`src/rtl/smcg_pkg.sv`:
```
package smcg_pkg;
  localparam int unsigned DIV_W = 2;
  localparam int unsigned ACT_W = 2;

  typedef enum logic [DIV_W-1:0] {
    DIV_BY1 = 2'd0,
    DIV_BY2 = 2'd1,
    DIV_BY3 = 2'd2,
    DIV_BY4 = 2'd3
  } div_e;
endpackage

```
`src/rtl/smcg_seq.sv`:
```
module smcg_seq
  import smcg_pkg::*;
#(
  parameter int unsigned CNT_W = 8
) (
  input  logic                 clk_i,
  input  logic                 rst_ni,
  input  logic                 start_i,
  input  logic                 sync_i,
  input  logic [DIV_W-1:0]     div_sel_i,
  input  logic [ACT_W-1:0]     act_dly_i,
  input  logic [CNT_W-1:0]     cyc_time_i,
  output logic                 run_d_o,
  output logic                 run_q_o,
  output logic [DIV_W-1:0]     ph_d_o,
  output div_e                 div_d_o,
  output div_e                 div_q_o,
  output logic                 sync_q_o
);
  logic             busy_q, busy_d;
  logic             sync_q, sync_d;
  div_e             div_q, div_d;
  logic [ACT_W-1:0] act_q, act_d;
  logic [CNT_W-1:0] cyc_q, cyc_d;
  logic [CNT_W-1:0] cnt_q, cnt_d;
  logic [DIV_W-1:0] ph_q, ph_d;
  logic             run_q, run_d;
  logic [CNT_W:0]   cnt_inc;
  logic [CNT_W-1:0] act_ext;

  assign cnt_inc = {1'b0, cnt_q} + 1'b1;
  assign act_ext = {{(CNT_W-ACT_W){1'b0}}, act_d};

  always_comb begin
    sync_d = sync_q;
    div_d  = div_q;
    act_d  = act_q;
    cyc_d  = cyc_q;
    cnt_d  = cnt_q;
    ph_d   = ph_q;
    busy_d = 1'b0;
    if (start_i) begin
      sync_d = sync_i;
      div_d  = div_e'(div_sel_i);
      act_d  = act_dly_i;
      cyc_d  = cyc_time_i;
      cnt_d  = '0;
      ph_d   = '0;
      busy_d = (cyc_time_i != '0);
    end else if (busy_q) begin
      cnt_d  = cnt_inc[CNT_W-1:0];
      busy_d = (cnt_inc < {1'b0, cyc_q});
      if (run_q) ph_d = (ph_q == DIV_W'(div_q)) ? '0 : ph_q + 1'b1;
    end
  end

  assign run_d = busy_d && sync_d && (cnt_d >= act_ext) && (cnt_d < cyc_d);

  always_ff @(posedge clk_i or negedge rst_ni) begin
    if (!rst_ni) begin
      busy_q <= 1'b0;
      sync_q <= 1'b0;
      div_q  <= DIV_BY1;
      act_q  <= '0;
      cyc_q  <= '0;
      cnt_q  <= '0;
      ph_q   <= '0;
      run_q  <= 1'b0;
    end else begin
      busy_q <= busy_d;
      sync_q <= sync_d;
      div_q  <= div_d;
      act_q  <= act_d;
      cyc_q  <= cyc_d;
      cnt_q  <= cnt_d;
      ph_q   <= ph_d;
      run_q  <= run_d;
    end
  end

  assign run_d_o  = run_d;
  assign run_q_o  = run_q;
  assign ph_d_o   = ph_d;
  assign div_d_o  = div_d;
  assign div_q_o  = div_q;
  assign sync_q_o = sync_q;

  // cycle counter never runs past the captured cycle time
  assert_cnt_bound_R4: assert property (@(posedge clk_i) disable iff (!rst_ni)
    busy_q |-> (cnt_q < cyc_q));

  // phase stays inside one output period
  assert_phase_bound_R1: assert property (@(posedge clk_i) disable iff (!rst_ni)
    ph_q <= DIV_W'(div_q));
endmodule

```
`src/rtl/smcg_div.sv`:
```
module smcg_div
  import smcg_pkg::*;
(
  input  logic             clk_i,
  input  logic             rst_ni,
  input  logic             run_d_i,
  input  logic             run_q_i,
  input  logic [DIV_W-1:0] ph_d_i,
  input  div_e             div_d_i,
  input  div_e             div_q_i,
  output logic             ext_clk_o,
  output logic             edge_o
);
  logic [DIV_W:0]   ratio_d;
  logic [DIV_W-1:0] half_d;
  logic             pos_d;
  logic             pos_q, neg_q, en1_q, edge_q;

  assign ratio_d = {1'b0, div_d_i} + 1'b1;
  assign half_d  = ratio_d[DIV_W:1];
  // high for the first floor(N/2) cycles; divide-by-3 adds the retimed half
  assign pos_d   = run_d_i && (ph_d_i < half_d);

  always_ff @(posedge clk_i or negedge rst_ni) begin
    if (!rst_ni) begin
      pos_q  <= 1'b0;
      edge_q <= 1'b0;
    end else begin
      pos_q  <= pos_d;
      edge_q <= run_d_i && (ph_d_i == '0);
    end
  end

  // falling-edge stage: half-cycle extension and divide-by-1 gate enable
  always_ff @(negedge clk_i or negedge rst_ni) begin
    if (!rst_ni) begin
      neg_q <= 1'b0;
      en1_q <= 1'b0;
    end else begin
      neg_q <= pos_q;
      en1_q <= run_d_i;
    end
  end

  always_comb begin
    unique case (div_q_i)
      DIV_BY1: ext_clk_o = clk_i & en1_q;
      DIV_BY3: ext_clk_o = pos_q | (neg_q & run_q_i);
      default: ext_clk_o = pos_q;
    endcase
  end

  assign edge_o = edge_q;

  // an edge pulse only inside a running window
  assert_edge_in_run_R5: assert property (@(posedge clk_i) disable iff (!rst_ni)
    edge_q |-> run_q_i);
endmodule

```
`src/rtl/smcg_cfg_chk.sv`:
```
module smcg_cfg_chk
  import smcg_pkg::*;
#(
  parameter int unsigned CNT_W = 8
) (
  input  logic             clk_i,
  input  logic             rst_ni,
  input  logic             start_i,
  input  logic [DIV_W-1:0] div_sel_i,
  input  logic [ACT_W-1:0] act_dly_i,
  input  logic [CNT_W-1:0] cyc_time_i,
  input  logic [CNT_W-1:0] page_time_i,
  output logic             err_o
);
  logic [CNT_W-1:0] act_ext, span;
  logic             err_d, err_q;

  function automatic logic fits(logic [CNT_W-1:0] v, logic [DIV_W-1:0] sel);
    unique case (sel)
      2'd0:    fits = 1'b1;
      2'd1:    fits = ~v[0];
      2'd2:    fits = ((v % CNT_W'(3)) == '0);
      default: fits = (v[1:0] == 2'b00);
    endcase
  endfunction

  assign act_ext = {{(CNT_W-ACT_W){1'b0}}, act_dly_i};
  assign span    = cyc_time_i - act_ext;
  assign err_d   = (cyc_time_i < act_ext) || !fits(span, div_sel_i) ||
                   !fits(page_time_i, div_sel_i);

  always_ff @(posedge clk_i or negedge rst_ni) begin
    if (!rst_ni)      err_q <= 1'b0;
    else if (start_i) err_q <= err_d;
  end

  assign err_o = err_q;
endmodule

```
`src/rtl/sync_mem_clk_gen.sv`:
```
module sync_mem_clk_gen
  import smcg_pkg::*;
#(
  parameter int unsigned CNT_W = 8
) (
  input  logic             clk_i,
  input  logic             rst_ni,
  input  logic             start_i,
  input  logic             sync_i,
  input  logic [1:0]       div_sel_i,
  input  logic [1:0]       act_dly_i,
  input  logic [CNT_W-1:0] cyc_time_i,
  input  logic [CNT_W-1:0] page_time_i,
  output logic             ext_clk_o,
  output logic             edge_o,
  output logic             cfg_err_o
);
  logic             run_d, run_q, sync_q;
  logic [DIV_W-1:0] ph_d;
  div_e             div_d, div_q;

  smcg_seq #(.CNT_W(CNT_W)) u_seq (
    .clk_i      (clk_i),
    .rst_ni     (rst_ni),
    .start_i    (start_i),
    .sync_i     (sync_i),
    .div_sel_i  (div_sel_i),
    .act_dly_i  (act_dly_i),
    .cyc_time_i (cyc_time_i),
    .run_d_o    (run_d),
    .run_q_o    (run_q),
    .ph_d_o     (ph_d),
    .div_d_o    (div_d),
    .div_q_o    (div_q),
    .sync_q_o   (sync_q)
  );

  smcg_div u_div (
    .clk_i     (clk_i),
    .rst_ni    (rst_ni),
    .run_d_i   (run_d),
    .run_q_i   (run_q),
    .ph_d_i    (ph_d),
    .div_d_i   (div_d),
    .div_q_i   (div_q),
    .ext_clk_o (ext_clk_o),
    .edge_o    (edge_o)
  );

  smcg_cfg_chk #(.CNT_W(CNT_W)) u_chk (
    .clk_i       (clk_i),
    .rst_ni      (rst_ni),
    .start_i     (start_i),
    .div_sel_i   (div_sel_i),
    .act_dly_i   (act_dly_i),
    .cyc_time_i  (cyc_time_i),
    .page_time_i (page_time_i),
    .err_o       (cfg_err_o)
  );

  // asynchronous access never produces an output edge
  assert_async_quiet_R2: assert property (@(posedge clk_i) disable iff (!rst_ni)
    !sync_q |-> !edge_o);

  // for ratios above 1, edge pulses are never back to back without a restart
  assert_edge_gap_R1: assert property (@(posedge clk_i) disable iff (!rst_ni)
    (edge_o && (div_q != DIV_BY1) && !start_i) |=> !edge_o);
endmodule

```
`config.mk`:
```
export PLATFORM = sky130hd
export DESIGN_NAME = sync_mem_clk_gen
export DESIGN_NICKNAME = d
export VERILOG_FILES = /design/src/rtl/smcg_pkg.sv /design/src/rtl/smcg_seq.sv /design/src/rtl/smcg_div.sv /design/src/rtl/smcg_cfg_chk.sv /design/src/rtl/sync_mem_clk_gen.sv
export SDC_FILE = /design/constraint.sdc
export NUM_CORES = 1
export LEC_CHECK = 0
export BUFFER_PORTS_ARGS = -buffer_cell sky130_fd_sc_hd__buf_2
export CAP_MARGIN = 20
export CORE_MARGIN = 4
export CORE_UTILIZATION = 55
export CTS_CLUSTER_DIAMETER = 30
export DETAILED_ROUTE_END_ITERATION = 10
export PLACE_DENSITY = 0.75
export SETUP_SLACK_MARGIN = 0.05
export SYNTH_ARGS = -nofsm -noshare
export SYNTH_HDL_FRONTEND = slang
export SYNTH_SLANG_ARGS = --single-unit
export TNS_END_PERCENT = 30
```
`constraint.sdc`:
```
create_clock -name clk_i -period 4.93 [get_ports clk_i]
set_input_delay 0.493 -clock clk_i [delete_from_list [all_inputs] [get_ports clk_i]]
set_output_delay 0.493 -clock clk_i [all_outputs]
set_load 0.02 [all_outputs]
```
==> impl_metrics.tcl, run 1 <==
set metrics [dict create \
    drtIter0Drc 165 \
    stdcell_area_um2 3530 \
    leakage_nw 1.67 \
    drc 0 \
    netlist_instances 365 \
    diodes 0 \
    finalSetupTns_ns 0 \
    yosysMostFrequentCell "nand2_1" \
    grt_antenna_before_repair 0 \
    ys_ff_latch 30 \
    reg2reg_slack_ns 0.09 \
    die-area_um2 6760 \
    regArea_um2 751 \
    ys_seq_area_frac 0.248 \
    hold_viol_final 0 \
    finalWirelength_um 6830 \
    wire_per_inst_um 14.4 \
    worstPathArrival_ns 2.63 \
    worstSetupStartpointType "register" \
    synth_edf_count 0 \
    drive_gt1_frac 0.220 \
    path_class "reg -> reg" \
    syn_area_um2 3030 \
    fill_cells 437 \
    worstPathMaxFanout 3 \
    avgSynthCellArea_um2 8.30 \
    path_clk_slew_ns 0.06 \
    worstRegToRegCells 10 \
    multi_input_area_um2 2160 \
    powerDensity_nw_per_um2 262 \
    grt_pass1_vias 2648 \
    status "finished clean" \
    fin_skew_ns 0.0234 \
    gr-usage-met2 0.362 \
    num_vias 2802 \
    r2r-end "u_div.en1_q" \
    finalSetupViolations 0 \
    met1_usage 0.294 \
    synth_common_cells "31 x nand2_1, 28 x dfrtp_1, 28 x inv_1, 26 x nor2_1, 25 x ha_1" \
    core-area_um2 5200 \
    fin_nets 454 \
    track_usage 0.224 \
    grt-busiest-layer "met2" \
    ys_top_cells_by_area "dfrtp_1 23%, ha_1 10%, xor2_1 4.9%" \
    hold_path_class "in -> async" \
    rsz0062_at_grt "yes" \
    areaGrowthSynthToFinish_pct 16.7 \
    async_flop_share 1.00 \
    die_x_um 82.2 \
    ys.warnings.count 0 \
    synth_nets 415 \
    grt_pass1_wl_um 11800 \
    dpl-instance-area_um2 3360 \
    place.gp.congestion 0.874 \
    io_pins 27 \
    hpwlAfterDp_um 5290 \
    start_util 0.582 \
    fp-row-count 26 \
    worstMarginPinSlew_ns 0.645 \
    numPortBuffers 26 \
    maxSlewViolCount 0 \
    via_per_inst 5.90 \
    cts_tree "built" \
    maxCapViolCount 0 \
    post_cts_buffers 0 \
    synth_top_cell_by_area "dfrtp_1" \
    hold_buffers 0 \
    synth_flop_cell "dfrtp_1" \
    fp.dieH_um 82.2 \
    endpoint_kind "register" \
    synth_cell_types 69 \
    synth_top_area_frac 0.231 \
    firstDrtPassIters 4 \
    clk_latency_ns 0.40 \
    drtAntennaViolNets 0 \
    grt_max_degree 32 \
    cp.required_ns 2.72 \
    overflow 0 \
    r2r-start "u_seq.cnt_q[0]" \
    grtUsageMet3 0.0325 \
    relSlewSlack 0.570 \
    peakVddDrop_mv 0.266 \
]
==> worst max-delay path, stage by stage (launching register included) <==
cell and delay [ns]:
dfrtp_1 0.41, buf_4 0.15, xor2_1 0.15, nand2b_1 0.13, ha_4 0.21, nand2b_4 0.14, a2111oi_4 0.34, o21ai_1 0.10
or4_1 0.40, nand4b_1 0.14, inv_1 0.06
==> kinds of logic after synthesis <==
kind of cell | after synthesis | share of synthesized area
adder cells (fa/ha/maj) | 26 | 0.110
buffers and inverters | 47 | 0.0645
AND/OR/NAND/NOR | 132 | 0.234
multiplexers | 18 | 0.0636
flip-flops | 30 | 0.248
AO/OA/AOI/OAI | 87 | 0.205
XOR/XNOR | 25 | 0.0748
==> state kept, by name (all words and copies together) (netlist names) <==
signal	count
u_seq.busy_q	1
u_seq.run_q_o	1
u_div.edge_o	1
u_div.en1_q	1
u_seq.cyc_q	8
u_seq.sync_q_o	1
u_seq.ph_q	2
u_chk.err_o	1
u_seq.act_q	2
u_seq.cnt_q	8
u_div.pos_q	1
u_seq.div_q_o	2
u_div.neg_q	1
==> power by group <==
| group | internal, mW | total, mW | leakage (nW) | switching [mW] |
|---|---|---|---|---|
| combinational | 0.167 | 0.369 | 1.22 | 0.201 |
| sequential | 0.269 | 0.283 | 0.381 | 0.0143 |
| clock | 0.166 | 0.273 | 0.0765 | 0.107 |
==> layer usage <==
layer	part of all wire	vias up
met1	0.46	1337
met5	0	-
met4	0.020	0
li1	-	1393
met2	0.49	61
met3	0.036	11
==> repair_timing <==
item,CTS,global route
resized for setup,3,6
gates cloned,0,0
setup endpoints to repair,1,2
pin swaps,5,1
==> cell type report <==
class	instances	area share
multi-input cells	288	0.611
flip-flops and latches	30	0.212
repair buffers	47	0.0821
clock buffers	10	0.0365
inverters	28	0.0297
well taps	70	0.0248
clock inverters	2	0.00354
==> worst max path at each step <==
stage,from,end,slack (ns)
floorplan,start_i,u_div.en1_q,-0.26
detailed placement,u_seq.cnt_q[0],u_div.en1_q,-0.14
global route,u_seq.cnt_q[1],u_div.en1_q,-0.04
CTS,u_seq.cnt_q[1],u_div.en1_q,0.009
global placement,start_i,u_div.en1_q,-0.06
finish,u_seq.cnt_q[0],u_div.en1_q,0.09
==> cells in the final DEF (no fill, tap or decap), types with 3 or more instances in the layout <==
| cell type | count |
|---|---|
| nor2_1 | 24 |
| nand3_1 | 12 |
| clkbuf_8 | 9 |
| a21o_1 | 3 |
| mux2i_1 | 8 |
| xor2_1 | 16 |
| nor2b_1 | 6 |
| nor3_1 | 10 |
| nor3b_1 | 3 |
| nand2b_1 | 9 |
| o22ai_1 | 5 |
| a211oi_1 | 4 |
| nand3b_1 | 3 |
| xnor2_1 | 7 |
| buf_2 | 26 |
| o211ai_1 | 3 |
| nor4b_1 | 3 |
| and3_1 | 4 |
| a21oi_1 | 20 |
| or2_1 | 3 |
| or3_1 | 3 |
| nand2_1 | 31 |
| o21ai_0 | 13 |
| buf_4 | 22 |
| dfrtp_1 | 28 |
| o21a_1 | 7 |
| ha_1 | 23 |
| inv_1 | 28 |
| mux2_2 | 8 |
==> metrics by stage <==
stage	total power [mW]	cells	utilization	worst slack, ns	hold slack, ns
after CTS	0.924	475	0.674	0.00947	0.159
after detailed placement	0.653	464	0.646	-0.141	0.493
after global placement	0.643	464	0.646	-0.0633	0.468
after global routing	0.992	475	0.679	-0.0393	0.181
after floorplan	0.551	365	-	-0.256	0.197
final	0.925	475	0.679	0.0907	0.136
No activity file was read; power rests on OpenSTA's default activity.
==> run 2, diff against run 1 <==
==> constraint.sdc (replaced) <==
create_clock -name clk_i -period 6 [get_ports clk_i]
set_input_delay 0.6 -clock clk_i [delete_from_list [all_inputs] [get_ports clk_i]]
set_output_delay 0.6 -clock clk_i [all_outputs]
set_load 0.02 [all_outputs]
==> run 2 against run 1 <==
Effect of this change: sequential power fell by 18%; first-iteration DRC count fell by 25%; final cell count fell by 2.1%; non-clock buffer count fell by 10; worst hold slack improved by 0.10 ns; largest power group unchanged; combinational power fell by 27%; largest cell class unchanged.
==> impl_metrics.tcl, run 2 (synthesis results as in run 1) <==
set metrics [dict create \
    core-area_um2 5200 \
    drtAntennaViolNets 0 \
    powerDensity_nw_per_um2 216 \
    leakage_nw 1.61 \
    worstPathMaxFanout 4 \
    path_clk_slew_ns 0.07 \
    post_cts_buffers 0 \
    fp.dieH_um 82.2 \
    worstRegToRegCells 9 \
    hold_viol_final 0 \
    drc 0 \
    fin_skew_ns 0.0262 \
    relSlewSlack 0.554 \
    place_ws_ns 0.0647 \
    start_util 0.582 \
    drtIter0Drc 124 \
    r2r-start "u_seq.cnt_q[0]" \
    peakVddDrop_mv 0.199 \
    mostFrequentLayoutCells "31 x nand2_1, 28 x inv_1, 28 x dfrtp_1, 26 x nor2_1, 26 x buf_2" \
    die-area_um2 6760 \
    hold_path_class "in -> async" \
    areaGrowthSynthToFinish_pct 11.7 \
    die_x_um 82.2 \
    reg2reg_slack_ns 0.34 \
    worstSetupStartpointType "register" \
    numPortBuffers 26 \
    path_class "reg -> reg" \
    grt_pass1_vias 2518 \
    rsz0062_at_grt "no" \
    finalSetupViolations 0 \
    finalWirelength_um 6640 \
    num_vias 2721 \
    hold_buffers 0 \
    wire_per_inst_um 14.3 \
    status "finished clean" \
    drive_gt1_frac 0.177 \
    crit_path_end "u_div.en1_q" \
    hpwlAfterDp_um 5140 \
    fp-row-count 26 \
    endpoint_kind "register" \
    firstDrtPassIters 4 \
    maxCapViolCount 0 \
    place.gp.congestion 0.919 \
    grt_pass1_wl_um 11200 \
    diodes 0 \
    overflow 0 \
    fin_nets 444 \
    cp-startpoint "u_seq.cnt_q[0]" \
    track_usage 0.215 \
    cts_tree "built" \
    grt_antenna_before_repair 0 \
    final_common_cell "nand2_1" \
    fill_cells 458 \
    r2r-end "u_div.en1_q" \
    finalSetupTns_ns 0 \
    worstPathArrival_ns 2.92 \
    timing.final.ws_setup_ns 0.342 \
    maxSlewViolCount 0 \
    grt_max_degree 31 \
    via_per_inst 5.85 \
    io_pins 27 \
    cp.required_ns 3.26 \
    worstMarginPinSlew_ns 0.669 \
    clk_latency_ns 0.41 \
    top_regs "u_seq.cnt_q: 8 flops, u_seq.cyc_q: 8 flops" \
]
-- run 2: per-layer routing --
layer / vias to the layer above / track usage / wire length [um]
met5: - / 0 / 0
met4: 0 / 0.0847 / 120
met3: 13 / 0.0564 / 297
met2: 46 / 0.338 / 3170
met1: 1285 / 0.282 / 3050
li1: 1377 / - / -
-- run 2: worst max-delay path, cell delays in order (launching register included) --
cell	delay [ns]
dfrtp_1	0.42
ha_1	0.34
mux2i_1	0.15
nor2_1	0.09
ha_1	0.29
a2111oi_1	0.47
o21ai_0	0.14
or4_1	0.41
nand4b_1	0.15
inv_1	0.07
-- run 2: power breakdown --
group	switching, mW	internal [mW]	total (mW)
registers	0.0117	0.221	0.233
clock network	0.0909	0.136	0.227
logic	0.155	0.115	0.270
total	0.257	0.472	0.729
-- run 2: layout make-up --
class                   count  area, um^2  share of cell area
clock buffers              10         129              0.0381
clock inverters             2        12.5             0.00370
inverters                  28         105              0.0311
multi-input cells         288        2080               0.616
flip-flops and latches     30         751               0.222
well taps                  70        87.6              0.0259
repair buffers             37         215              0.0636
-- run 2: worst min-delay path by stage --
stage,from,endpoint,slack (ns),depth (start not counted)
after floorplan,rst_ni,u_chk.err_o,0.30,0
after global placement,u_seq.sync_q_o,u_seq.sync_q_o,0.49,1
after detailed placement,u_seq.act_q[1],u_seq.act_q[1],0.49,2
after CTS,rst_ni,u_seq.cnt_q[5],0.25,1
after global routing,rst_ni,u_seq.cyc_q[4],0.27,1
final,rst_ni,u_div.pos_q,0.24,1
-- run 2: through the flow --
stage	hold WS, ns	total power [mW]	instances	instance area, um^2	utilization
finish	0.240	0.729	465	3380	0.650
global route	0.268	0.784	465	3380	0.650
CTS	0.252	0.735	465	3380	0.650
detailed placement	0.489	0.508	454	3250	0.624
global placement	0.487	0.501	454	3250	0.624
floorplan	0.304	0.440	365	3050	-
-- run 2: timing repair --
action,4_1_cts,5_1_grt
hold endpoints to repair,0,0
gates resized for setup,0,1
setup endpoints to repair,0,1
==> run 3, diff against run 2 <==
--- a/config.mk
+++ b/config.mk
@@ -12,6 +12,7 @@
 export CTS_CLUSTER_DIAMETER = 30
 export DETAILED_ROUTE_END_ITERATION = 10
 export PLACE_DENSITY = 0.75
+export REMOVE_ABC_BUFFERS = 1
 export SETUP_SLACK_MARGIN = 0.05
 export SYNTH_ARGS = -nofsm -noshare
 export SYNTH_HDL_FRONTEND = slang
==> constraint.sdc (replaced) <==
create_clock -name clk_i -period 5.55 [get_ports clk_i]
set_input_delay 0.555 -clock clk_i [delete_from_list [all_inputs] [get_ports clk_i]]
set_output_delay 0.555 -clock clk_i [all_outputs]
set_load 0.02 [all_outputs]
==> run 3 against run 2 <==
Effect of this change: wire length is 2.0% lower; design area is 0.37% higher; first-iteration DRC count is 3.2% lower; sequential power is 8% higher; clock skew is 0.00060 ns higher; worst hold slack worse by 0.042 ns; setup slack worse by 0.035 ns; critical path depth stayed put.
==> impl_metrics.tcl, run 3 (synthesis results as in run 1) <==
set metrics [dict create \
    path_clk_slew_ns 0.07 \
    track_usage 0.206 \
    fp.dieH_um 82.2 \
    peakVddDrop_mv 0.205 \
    worstPathArrival_ns 2.72 \
    routed-wl-met2_um 3100 \
    p_clk_frac 0.333 \
    grt_pass1_vias 2575 \
    cp.required_ns 3.03 \
    wl_met3_um 192 \
    power_switching_uw 272 \
    wire_per_inst_um 14.0 \
    hold_path_class "in -> async" \
    mostFrequentLayoutCells "31 x nand2_1, 28 x inv_1, 28 x dfrtp_1, 26 x nor2_1, 26 x buf_2" \
    hold_viol_final 0 \
    grt_max_degree 31 \
    numPortBuffers 26 \
    worstRegToRegCells 9 \
    place.gp.congestion 0.820 \
    relSlewSlack 0.559 \
    fin_nets 444 \
    drive_gt1_frac 0.177 \
    combPwrFrac 0.359 \
    start_util 0.582 \
    cts_tree "built" \
    top_regs "u_seq.cnt_q: 8 flops, u_seq.cyc_q: 8 flops" \
    finalSetupViolations 0 \
    areaGrowthSynthToFinish_pct 12.1 \
    stdcell_area_um2 3400 \
    finalSetupTns_ns 0 \
    num_vias 2692 \
    leakage_nw 1.62 \
    grt_antenna_before_repair 0 \
    clk_latency_ns 0.41 \
    p_total_uw 815 \
    rsz0062_at_grt "yes" \
    core-area_um2 5200 \
    finalWirelength_um 6510 \
    worstMarginPinSlew_ns 0.662 \
    powerDensity_nw_per_um2 240 \
    multi_input_area_um2 2080 \
    die_x_um 82.2 \
    status "finished clean" \
    fin_skew_ns 0.0268 \
    maxCapViolCount 0 \
    internal_power_uw 543 \
    hold_buffers 0 \
    hpwlAfterDp_um 5110 \
    dpl-instance-area_um2 3250 \
    firstDrtPassIters 4 \
    fp-row-count 26 \
    via_per_inst 5.79 \
    endpoint_kind "register" \
    post_cts_buffers 0 \
    fill_cells 461 \
    whs_ns 0.198 \
    maxUsedRoutingLayer "met4" \
    path_class "reg -> reg" \
    wl_met1_um 3120 \
    regArea_um2 751 \
    diodes 0 \
    worstPathMaxFanout 3 \
    overflow 0 \
    seq_power_share 0.308 \
    grt_pass1_wl_um 11000 \
    die-area_um2 6760 \
    drc 0 \
    maxSlewViolCount 0 \
    final_common_cell "nand2_1" \
    drtAntennaViolNets 0 \
    netSwitchingFraction 0.334 \
    worstSetupStartpointType "register" \
    io_pins 27 \
    drtIter0Drc 120 \
]
## run 3: final timing paths
check / from / to / slack [ns]
setup / recovery: u_seq.cnt_q[1] / u_div.en1_q / 0.31
hold / removal: rst_ni / u_seq.cyc_q[7] / 0.20
setup reg to reg: u_seq.cnt_q[1] / u_div.en1_q / 0.31
hold reg to reg: u_seq.sync_q_o / u_seq.sync_q_o / 0.50
max in group asynchronous: rst_ni / u_div.neg_q / 2.25
min in group clk_i: sync_i / u_seq.sync_q_o / 0.43
## run 3: through the flow
| step | worst slack [ns] | utilization | std cells |
|---|---|---|---|
| 6_report | 0.308 | 0.652 | 465 |
| 5_1_grt | 0.0466 | 0.652 | 465 |
| 4_1_cts | 0.262 | 0.652 | 465 |
| 3_5_place_dp | 0.0134 | 0.624 | 454 |
| 3_3_place_gp | 0.0796 | 0.624 | 454 |
| 2_1_floorplan | 0.337 | - | 346 |
## run 3: area by class of cell
class                      instances  share of cell area
tap                               70              0.0258
clock inverter                     3              0.0118
inverter                          28              0.0310
timing repair buffer              37              0.0634
clock buffer                       9              0.0339
multi-input combinational        288               0.613
sequential                        30               0.221
## run 3: what timing repair did
action                                  4_1_cts  5_1_grt
hold endpoints to repair                      0        0
endpoints found under the setup margin        0        2
gates resized for setup                       0        1
## run 3: worst max-delay path, cell delays in order (launching register included)
cell and delay [ns]:
dfrtp_1 0.39, ha_1 0.31, mux2i_1 0.08, nor2_1 0.21
ha_1 0.27, a2111oi_0 0.31, o21ai_0 0.14, or4_1 0.42
nand4b_1 0.14, inv_1 0.07
## run 3: layer usage
metal  global-route usage  up-vias
li1                     -     1371
met1                0.265     1264
met2                0.351       46
met3               0.0282       11
met4               0.0731        0
met5                    0        -
## run 3: power groups by stage
stage | Combinational, mW | Sequential [mW] | Clock, mW
2_1_floorplan | 0.199 | 0.257 | 0.00338
3_3_place_gp | 0.283 | 0.255 | 0.00459
3_5_place_dp | 0.291 | 0.255 | 0.00459
4_1_cts | 0.293 | 0.251 | 0.278
5_1_grt | 0.334 | 0.253 | 0.288
6_report | 0.292 | 0.251 | 0.272
